[config.mk]
export PLATFORM = sky130hd
export DESIGN_NAME = idec_top
export DESIGN_NICKNAME = d
export VERILOG_FILES = /design/src/rtl/idec_pkg.sv /design/src/rtl/idec_primary.sv /design/src/rtl/idec_escape.sv /design/src/rtl/idec_imm.sv /design/src/rtl/idec_top.sv
export SDC_FILE = /design/constraint.sdc
export NUM_CORES = 1
export LEC_CHECK = 0
export ABC_AREA = 1
export BUFFER_PORTS_ARGS = -buffer_cell sky130_fd_sc_hd__buf_4
export CAP_MARGIN = 10
export CORE_UTILIZATION = 35
export DETAILED_ROUTE_END_ITERATION = 8
export HOLD_SLACK_MARGIN = 0.08
export PLACE_DENSITY_LB_ADDON = 0.1
export REMOVE_ABC_BUFFERS = 1
export SLEW_MARGIN = 25
export SYNTH_ARGS = -nofsm -noshare
export SYNTH_HDL_FRONTEND = slang
export SYNTH_SLANG_ARGS = --single-unit
[constraint.sdc]
create_clock -name clk_i -period 1.49 [get_ports clk_i]
set_input_delay 0.0745 -clock clk_i [delete_from_list [all_inputs] [get_ports clk_i]]
set_output_delay 0.0745 -clock clk_i [all_outputs]
set_load 0.01 [all_outputs]
[src/rtl/idec_pkg.sv]
package idec_pkg;

   localparam int ID_W = 7;

   localparam logic [ID_W-1:0] ID_NONE     = '1;
   localparam logic [ID_W-1:0] ID_LDC32    = 7'd70;
   localparam logic [ID_W-1:0] ID_LDPC32   = 7'd71;
   localparam logic [ID_W-1:0] ID_JIND     = 7'd73;
   localparam logic [ID_W-1:0] ID_JLONG    = 7'd80;
   localparam logic [ID_W-1:0] ID_SWAP_I   = 7'd81;
   localparam logic [ID_W-1:0] ID_SWAP_P   = 7'd82;
   localparam logic [ID_W-1:0] ID_OVER_I   = 7'd83;
   localparam logic [ID_W-1:0] ID_OVER_P   = 7'd84;

   // One decoded word: number, legality and resource use.
   typedef struct packed {
      logic [ID_W-1:0] id;
      logic            illegal;
      logic            imm32;
      logic [2:0]      op_rd;
      logic [2:0]      op_wr;
      logic            pc_rd;
      logic            pc_wr;
      logic            mem_rd;
      logic            mem_wr;
   } dec_t;

   localparam dec_t DEC_NONE = '{id: ID_NONE, default: '0};

endpackage

[src/rtl/idec_primary.sv]
// Direct decode of the major opcodes that name one instruction each.
module idec_primary
   import idec_pkg::*;
#(
   parameter int OPC_W   = 6,
   parameter int LAST_OP = 44
) (
   input  logic [OPC_W-1:0] opc_i,
   output dec_t             dec_o
);

   always_comb begin
      dec_o = DEC_NONE;
      if (int'(opc_i) > LAST_OP) begin
         dec_o.illegal = 1'b1;
      end else begin
         dec_o.id = ID_W'(opc_i);
         case (opc_i) inside
            [0:1]: begin
               dec_o.op_rd = 3'b001;
               dec_o.pc_rd = 1'b1;
               dec_o.pc_wr = 1'b1;
            end
            2: begin
               dec_o.pc_rd  = 1'b1;
               dec_o.pc_wr  = 1'b1;
               dec_o.mem_rd = 1'b1;
               dec_o.mem_wr = 1'b1;
            end
            [3:4]: begin
               dec_o.op_wr = 3'b001;
               dec_o.pc_rd = 1'b1;
            end
            [5:7]: dec_o.op_wr = 3'b001;
            [9:14]: begin
               dec_o.op_rd = 3'b011;
               dec_o.pc_rd = 1'b1;
               dec_o.pc_wr = 1'b1;
            end
            [15:18]: begin
               dec_o.op_rd  = 3'b011;
               dec_o.mem_wr = 1'b1;
            end
            [19:24]: begin
               dec_o.op_wr  = 3'b001;
               dec_o.op_rd  = 3'b010;
               dec_o.mem_rd = 1'b1;
            end
            [25:32]: begin
               dec_o.op_wr = 3'b001;
               dec_o.op_rd = 3'b010;
            end
            [33:44]: begin
               dec_o.op_wr = 3'b001;
               dec_o.op_rd = 3'b110;
            end
            default: ;
         endcase
      end
   end

endmodule

[src/rtl/idec_escape.sv]
// Nested decode under the all-ones major opcode: A, then B, then C.
module idec_escape
   import idec_pkg::*;
#(
   parameter int FLD_W = 3
) (
   input  logic [FLD_W-1:0] fa_i,
   input  logic [FLD_W-1:0] fb_i,
   input  logic [FLD_W-1:0] fc_i,
   output dec_t             dec_o
);

   localparam logic [FLD_W-1:0] ALL = '1;

   always_comb begin
      dec_o         = DEC_NONE;
      dec_o.illegal = 1'b1;
      if (fa_i == ALL) begin
         if (fb_i == ALL) begin
            dec_o.illegal = 1'b0;
            case (int'(fc_i))
               0: begin
                  dec_o.id    = ID_JLONG;
                  dec_o.imm32 = 1'b1;
                  dec_o.pc_rd = 1'b1;
                  dec_o.pc_wr = 1'b1;
               end
               1: dec_o.id = ID_SWAP_I;
               2: dec_o.id = ID_SWAP_P;
               5: dec_o.id = ID_OVER_I;
               6: dec_o.id = ID_OVER_P;
               default: dec_o.illegal = 1'b1;
            endcase
         end else begin
            dec_o.illegal = 1'b0;
            case (int'(fb_i))
               0: begin
                  dec_o.id    = ID_LDC32;
                  dec_o.imm32 = 1'b1;
                  dec_o.op_wr = 3'b100;
               end
               1: begin
                  dec_o.id    = ID_LDPC32;
                  dec_o.imm32 = 1'b1;
                  dec_o.op_wr = 3'b100;
                  dec_o.pc_rd = 1'b1;
               end
               2: begin
                  dec_o.id    = ID_JIND;
                  dec_o.op_rd = 3'b100;
                  dec_o.pc_wr = 1'b1;
               end
               default: dec_o.illegal = 1'b1;
            endcase
         end
      end
   end

endmodule

[src/rtl/idec_imm.sv]
// Sign and zero extension of one concatenated operand immediate.
module idec_imm #(
   parameter int W     = 3,
   parameter int IMM_W = 32
) (
   input  logic [W-1:0]     raw_i,
   output logic [IMM_W-1:0] sx_o,
   output logic [IMM_W-1:0] zx_o
);

   localparam int PAD = IMM_W - W;

   assign sx_o = {{PAD{raw_i[W-1]}}, raw_i};
   assign zx_o = {{PAD{1'b0}}, raw_i};

endmodule

[src/rtl/idec_top.sv]
module idec_top
   import idec_pkg::*;
#(
   parameter int INSTR_W = 16,
   parameter int OPC_W   = 6,
   parameter int FLD_W   = 3,
   parameter int IMM_W   = 32,
   parameter int LAST_OP = 44
) (
   input  logic             clk_i,
   input  logic             rst_ni,
   input  logic [15:0]      instr_i,
   output logic [6:0]       id_o,
   output logic             illegal_o,
   output logic             ext_o,
   output logic             imm32_o,
   output logic [2:0]       op_rd_o,
   output logic [2:0]       op_wr_o,
   output logic             pc_rd_o,
   output logic             pc_wr_o,
   output logic             mem_rd_o,
   output logic             mem_wr_o,
   output logic [31:0]      imm3_sx_o,
   output logic [31:0]      imm3_zx_o,
   output logic [31:0]      imm6_sx_o,
   output logic [31:0]      imm6_zx_o,
   output logic [31:0]      imm9_sx_o,
   output logic [31:0]      imm9_zx_o
);

   localparam int N_FLD  = 3;
   localparam int OPC_LO = N_FLD * FLD_W;
   localparam int MSB    = INSTR_W - 1;
   localparam logic [OPC_W-1:0] ESC = '1;

   // The decode map is tied to this word shape.
   if (INSTR_W != 1 + OPC_W + N_FLD * FLD_W) begin : g_bad_width
      $error("idec_top: INSTR_W must equal 1 + OPC_W + 3*FLD_W");
   end
   if (OPC_W != 6 || FLD_W != 3 || INSTR_W != 16 || IMM_W != 32) begin : g_bad_map
      $error("idec_top: opcode map needs 6-bit opcode, 3-bit fields, 32-bit immediates");
   end
   if (LAST_OP >= (1 << OPC_W) - 1) begin : g_bad_last
      $error("idec_top: LAST_OP collides with the escape opcode");
   end

   logic [OPC_W-1:0] opc;
   logic [FLD_W-1:0] fa, fb, fc;
   logic             ext_w;

   assign ext_w = instr_i[MSB];
   assign opc   = instr_i[OPC_LO +: OPC_W];
   assign fa    = instr_i[2*FLD_W +: FLD_W];
   assign fb    = instr_i[FLD_W +: FLD_W];
   assign fc    = instr_i[0 +: FLD_W];

   dec_t dec_pri, dec_esc, dec_sel, dec_q;

   idec_primary #(.OPC_W(OPC_W), .LAST_OP(LAST_OP)) u_pri (
      .opc_i (opc),
      .dec_o (dec_pri)
   );

   idec_escape #(.FLD_W(FLD_W)) u_esc (
      .fa_i  (fa),
      .fb_i  (fb),
      .fc_i  (fc),
      .dec_o (dec_esc)
   );

   always_comb begin
      if (ext_w)            dec_sel = DEC_NONE;
      else if (opc == ESC)  dec_sel = dec_esc;
      else                  dec_sel = dec_pri;
   end

   logic [IMM_W-1:0] sx_w [N_FLD];
   logic [IMM_W-1:0] zx_w [N_FLD];
   logic [IMM_W-1:0] sx_q [N_FLD];
   logic [IMM_W-1:0] zx_q [N_FLD];

   for (genvar k = 0; k < N_FLD; k++) begin : g_imm
      idec_imm #(.W((k + 1) * FLD_W), .IMM_W(IMM_W)) u_imm (
         .raw_i (instr_i[(k + 1) * FLD_W - 1 : 0]),
         .sx_o  (sx_w[k]),
         .zx_o  (zx_w[k])
      );
   end

   logic ext_q;

   always_ff @(posedge clk_i) begin
      if (!rst_ni) begin
         dec_q <= DEC_NONE;
         ext_q <= 1'b0;
         for (int k = 0; k < N_FLD; k++) begin
            sx_q[k] <= '0;
            zx_q[k] <= '0;
         end
      end else begin
         dec_q <= dec_sel;
         ext_q <= ext_w;
         for (int k = 0; k < N_FLD; k++) begin
            sx_q[k] <= sx_w[k];
            zx_q[k] <= zx_w[k];
         end
      end
   end

   assign id_o      = dec_q.id;
   assign illegal_o = dec_q.illegal;
   assign ext_o     = ext_q;
   assign imm32_o   = dec_q.imm32;
   assign op_rd_o   = dec_q.op_rd;
   assign op_wr_o   = dec_q.op_wr;
   assign pc_rd_o   = dec_q.pc_rd;
   assign pc_wr_o   = dec_q.pc_wr;
   assign mem_rd_o  = dec_q.mem_rd;
   assign mem_wr_o  = dec_q.mem_wr;
   assign imm3_sx_o = sx_q[0];
   assign imm3_zx_o = zx_q[0];
   assign imm6_sx_o = sx_q[1];
   assign imm6_zx_o = zx_q[1];
   assign imm9_sx_o = sx_q[2];
   assign imm9_zx_o = zx_q[2];

endmodule

* Yosys cells after proc, flatten, opt, wreduce, memory -nomap -nowiden
Memories as Yosys holds them, arrays and structs flattened.
Cells that the tools add are included.
** Cells by class
- Magnitude comparators :: 17
- Eq/ne operators :: 10
- Multiplexer cells :: 66
- Bitwise operators :: 9
- Reduce and logical (&&, ||, !) cells :: 16
** Operators by type and width (number)
- $mux 32 :: 3
- $mux 1 :: 39
- $mux 3 :: 11
- $pmux 6 s5 :: 1
- $mux 9 :: 3
- $mux 19 :: 1
- $pmux 6 s3 :: 1
- $mux 17 :: 1
- $eq 3x3->1 const B :: 4
- $ge 6x4->1 const B :: 2
- $ge 6x5->1 const B :: 2
- $le 6x3->1 const B :: 2
- $le 6x5->1 const B :: 2
- $le 6x6->1 const B :: 2
- $mux 10 :: 1
- $reduce_or 5->1 :: 2
- $logic_and 1x1->1 :: 8
- $mux 8 :: 1
- $mux 7 :: 1
- $eq 3x1->1 const B :: 2
- $eq 3x2->1 const B :: 2
- $eq 6x2->1 const B :: 1
- $eq 6x6->1 const B :: 1
- $ge 6x1->1 const B :: 1
- 14 further kinds :: 24
** Word-level totals
- Register bits after elaboration :: 20
- RAM bits :: 123
- Memories :: 2
** Memory list
- sx_q :: words 3, width 32, rd ports 3, clocked after memory_dff 0, write ports 3, line idec_top.sv:79 : logic [IMM_W-1:0] sx_q [N_FLD];
- zx_q :: words 3, width 9, rd ports 3, clocked after memory_dff 0, write ports 3, line idec_top.sv:80 : logic [IMM_W-1:0] zx_q [N_FLD];

* Logic depth before layout (Yosys ltp)
- Depth after elaboration :: 13
- Depth in mapped cells :: 9

* Cells and area by module
Synthesis repeated with hierarchy kept, for this count alone.
** Second synthesis, totals
- Cell total of the unflattened synthesis :: 1034
- Area, all modules :: 8330.5 um^2
** Modules (own cells, without submodules)
- idec_top :: instances 1, cells an instance 716, area an instance 6314.8 um^2
- idec_imm :: instances 3, cells an instance 65, area an instance 484.2 um^2
- idec_primary :: instances 1, cells an instance 66, area an instance 295.3 um^2
- idec_escape :: instances 1, cells an instance 57, area an instance 267.8 um^2

* Worst setup path after synthesis
OpenSTA, ideal clock, no wires.
- Path type :: flip-flop to output port
- Start point :: memory sx_q[2][2] (netlist: sx_q[0][66])
- End point :: output port imm3_sx_o[10]
- Arrival :: 1.130 ns
- Data required time :: 1.416 ns
- Setup slack :: 0.285 ns
- Stages on the path, launching flop included :: 2
- Buffers on the path :: 1
- Path through :: dfxtp_1 > buf_4
** RTL lines
- start, declared :: line idec_top.sv:79
- end, declared :: line idec_top.sv:23 : output logic [31:0] imm3_sx_o,

* Worst setup path after layout
- Start point :: input port instr_i[14]
- End point :: register dec_q, in the netlist pc_rd_o
** Between the ends
- Longest elaborated chain between the ends :: 9
** RTL lines
- start, declared :: line idec_top.sv:12 : input logic [15:0] instr_i,
- $ge 6x4->1 (no line) / $le 6x4->1 (equally long branches)
- $logic_and 1x1->1 (no line)
- $mux 1 (5 in series) :: line idec_primary.sv:18 : case (opc_i) inside
- $mux 10 :: line idec_primary.sv:14 : if (int'(opc_i) > LAST_OP) begin
- $mux 19 * :: line idec_top.sv:73 : else if (opc == ESC) dec_sel = dec_esc;
- end signal, assigned :: line idec_top.sv:101 : dec_q <= dec_sel;
- end, declared :: line idec_top.sv:57 : dec_t dec_pri, dec_esc, dec_sel, dec_q;
Mark *: on every way between the ends. The rest lies on a longest branch, timed or not.
A chain may end at the register's enable or synchronous reset.

==> summary.md <==
| Metric | Value |
|---|---|
| Synth area leaders | `buf_4 (51%), dfxtp_1 (21%), nand2_1 (6.3%), inv_1 (5.4%), nand3_1 (2.8%)` |
| Setup crit start kind | `input port` |
| Layout cells sized above 1 | `0.397` |
| Worst-path clk slew | `0.10 ns` |
| Pleak | `~1.8 nW` |
| Wire length per cell | `10.0 µm` |
| Cell with the most instances after synthesis | `buf_4` |
| Chip height | `89.7 µm` |
| IO buf count | `150` |
| Final WS setup | `0.152 ns` |
| Yosys warns | `0` |
| Post-route insts no fill | `535` |
| Antenna violations before repair | `0` |
| CP Data Required Time | `1.71 ns` |
| WL met2 | `2.72 mm` |
| GP Congestion | `slightly below 0.8` |
| Syn avg cell area | `about 7.3 µm²` |
| Share of the synthesized area in the top cell type | `0.513` |
| Synth async-reset ratio | `0` |
| H-tree Lvls | `1` |
| Layout Nets | `459` |
| Hold Vio Cnt, Final | `0` |
| Crit Path Max Fanout | `6` |
| Die area | `~8000 µm²` |
| Wl on met1 | `between 2 and 2.5 mm` |
| Status | `complete, no violations` |
| Via count | `slightly below 2000` |
| DP Area | `~2900 µm²` |
| Final WL | `between 5 and 6 mm` |
| CP endpoint kind | `flip-flop` |
| Dpl ws | `around 0.27 ns` |
| Tmin final | `about 1.3 ns` |
| Initial core utilization | `0.367` |
| Unrepaired setup endpoints after global routing | `no` |
| Fmax | `approximately 750 MHz` |
| Root buf cell | `clkbuf_8` |
| Dpl hpwl | `between 4 and 5 mm` |
| DIE WIDTH | `between 80 and 90 µm` |
| Slowest CP cell | `dlygate4sd3_1` |
| Max Cap Viol | `0` |
| Top sig layer | `met4` |
| Post-Syn Instances | `371` |
| Critical Path Most Common Cell | `nand2_1` |
| Total chip power | `~1.9 mW` |
| Largest net degree at the start of global routing | `36` |
| Count of final setup violators | `0` |
| GRT overflow | `0` |
| Clk sinks | `28` |
| Critical Path AT | `roughly 1.6 ns` |
| CTS buffer count | `3` |
| Largest area contributor in the netlist | `buf_4` |
| Fillers | `769` |
| CTS tree | `done` |
| First-pass GRT wire length | `roughly 6.9 mm` |
| Final Cycle Share | `0.898` |
| Yosys reg bits | `28` |
| Clk buf depth | `2` |
| Critical path cell sequence | `dlygate4sd3_1 -> buf_4 -> nor2_2 -> inv_1 -> nor2_1 -> o21ai_0 -> nand2_1 -> nand2_1 -> o21ai_2` |
| Vias in the first global route | `approximately 1400` |
| GRT Resource Usage Total | `0.113` |
| IO Pins | `230` |
| Synth cell count leaders | `buf_4 (184), nand2_1 (45), inv_1 (39)` |
| Critical path class | `in2reg` |
| Vias per cell | `approximately 3.7` |
| Max incr delay on CP | `about 0.53 ns` |
| Max-slew violations | `0` |
| PwrDens | `around 630 nW/µm²` |
| Worst Hold Class | `in2reg` |
| Pre-antenna DRT Iters | `4` |
| DRC viols | `0` |
| ANT nets after route | `0` |
| Top FF cell, synth | `dfxtp_1` |
| Core area | `7330 µm²` |
| Post-Syn Area | `roughly 2700 µm²` |
| Unique masters post-synth | `28` |
| Largest vdd supply drop | `0.000282 V` |
| Setup TNS | `0 ns` |
| Post-CTS setup buffers | `0` |
| Final instance area | `approximately 3100 µm²` |
| Sequential cell area fraction in the yosys report | `0.208` |
| Num rows | `31` |
| Layout area overhead | `14.6%` |
| Initial DRC Count | `71` |
| DP Cell Count | `~520` |
| Detail Route met3 WL | `about 450 µm` |
| Antenna diode count | `0` |
| Number of synthesized flops with an enable pin | `0` |
[cells in the final DEF, fill, tap and decap left out, drive strengths merged]
cell type    instances
buf                153
nand2               48
a21oi                8
or2                  2
clkbuf               3
o21a                 2
nand3               15
nor2                22
dlygate4sd3         16
a31oi                1
a21boi               1
nor3                 2
o21bai               1
dfxtp               28
ha                   3
nand4                1
o211ai               1
o21ai                9
o31ai                1
conb                79
inv                 40
[path summary, 6_finish.rpt]
kind                        start                      to  slack, ns  cells past startpoint
worst max-delay path  instr_i[14]      pc_rd_o$_SDFF_PP0_       0.15                      9
worst min-delay path       rst_ni  sx_q[0][69]$_SDFF_PN0_       0.08                      3
[stage by stage]
step | hold slack, ns | util
after floorplan | 0.168 | -
after global placement | 0.270 | 0.392
after detailed placement | 0.277 | 0.392
after CTS | 0.0804 | 0.419
after global routing | 0.0977 | 0.421
final | 0.0805 | 0.421
[state kept, by name, summed over array words and instances, names as in the netlist]
name,count
mem_rd_o,1
op_wr_o,2
id_o,7
imm32_o,1
sx_q,9
mem_wr_o,1
op_rd_o,3
ext_o,1
illegal_o,1
pc_rd_o,1
pc_wr_o,1
[repair_timing]
item	CTS	global route
hold buffers	16	0
hold endpoints to repair	11	0
gates resized for setup	0	3
setup endpoints to repair	0	7
[worst max-delay path: cells and delay by family]
family / cells / cell delay [ns]
buf+inv: 3 / 0.80
compound gates: 2 / 0.17
simple gates: 4 / 0.51
[power by group]
group	leakage, nW	total (mW)	switching, mW	internal (mW)
logic	1.60	0.720	0.406	0.314
clock network	0.0216	0.415	0.233	0.182
registers	0.230	0.793	0.0149	0.778
[layout make-up]
cell class	count	area [µm²]	area share
Clock buffer	3	41.3	0.0134
Sequential cell	28	561	0.182
Multi-Input combinational cell	196	897	0.291
Timing Repair Buffer	169	1310	0.424
Inverter	40	153	0.0495
Tap cell	99	124	0.0402
[routing by layer]
| layer | track usage | vias up |
|---|---|---|
| li1 | - | 988 |
| met1 | 0.138 | 863 |
| met2 | 0.206 | 132 |
| met3 | 0.0101 | 2 |
| met4 | 0.0433 | 0 |
| met5 | 0 | - |
[kinds of logic after synthesis]
group | after synthesis | synth area share
adders and majority gates | 3 | 0.0139
buffers and inverters | 225 | 0.571
and+or+nand+nor | 90 | 0.150
DFF | 28 | 0.208
other | 1 | 0.00139
AOI/OAI and AO/OA | 24 | 0.0549
Power figures use the tool's default switching activity.
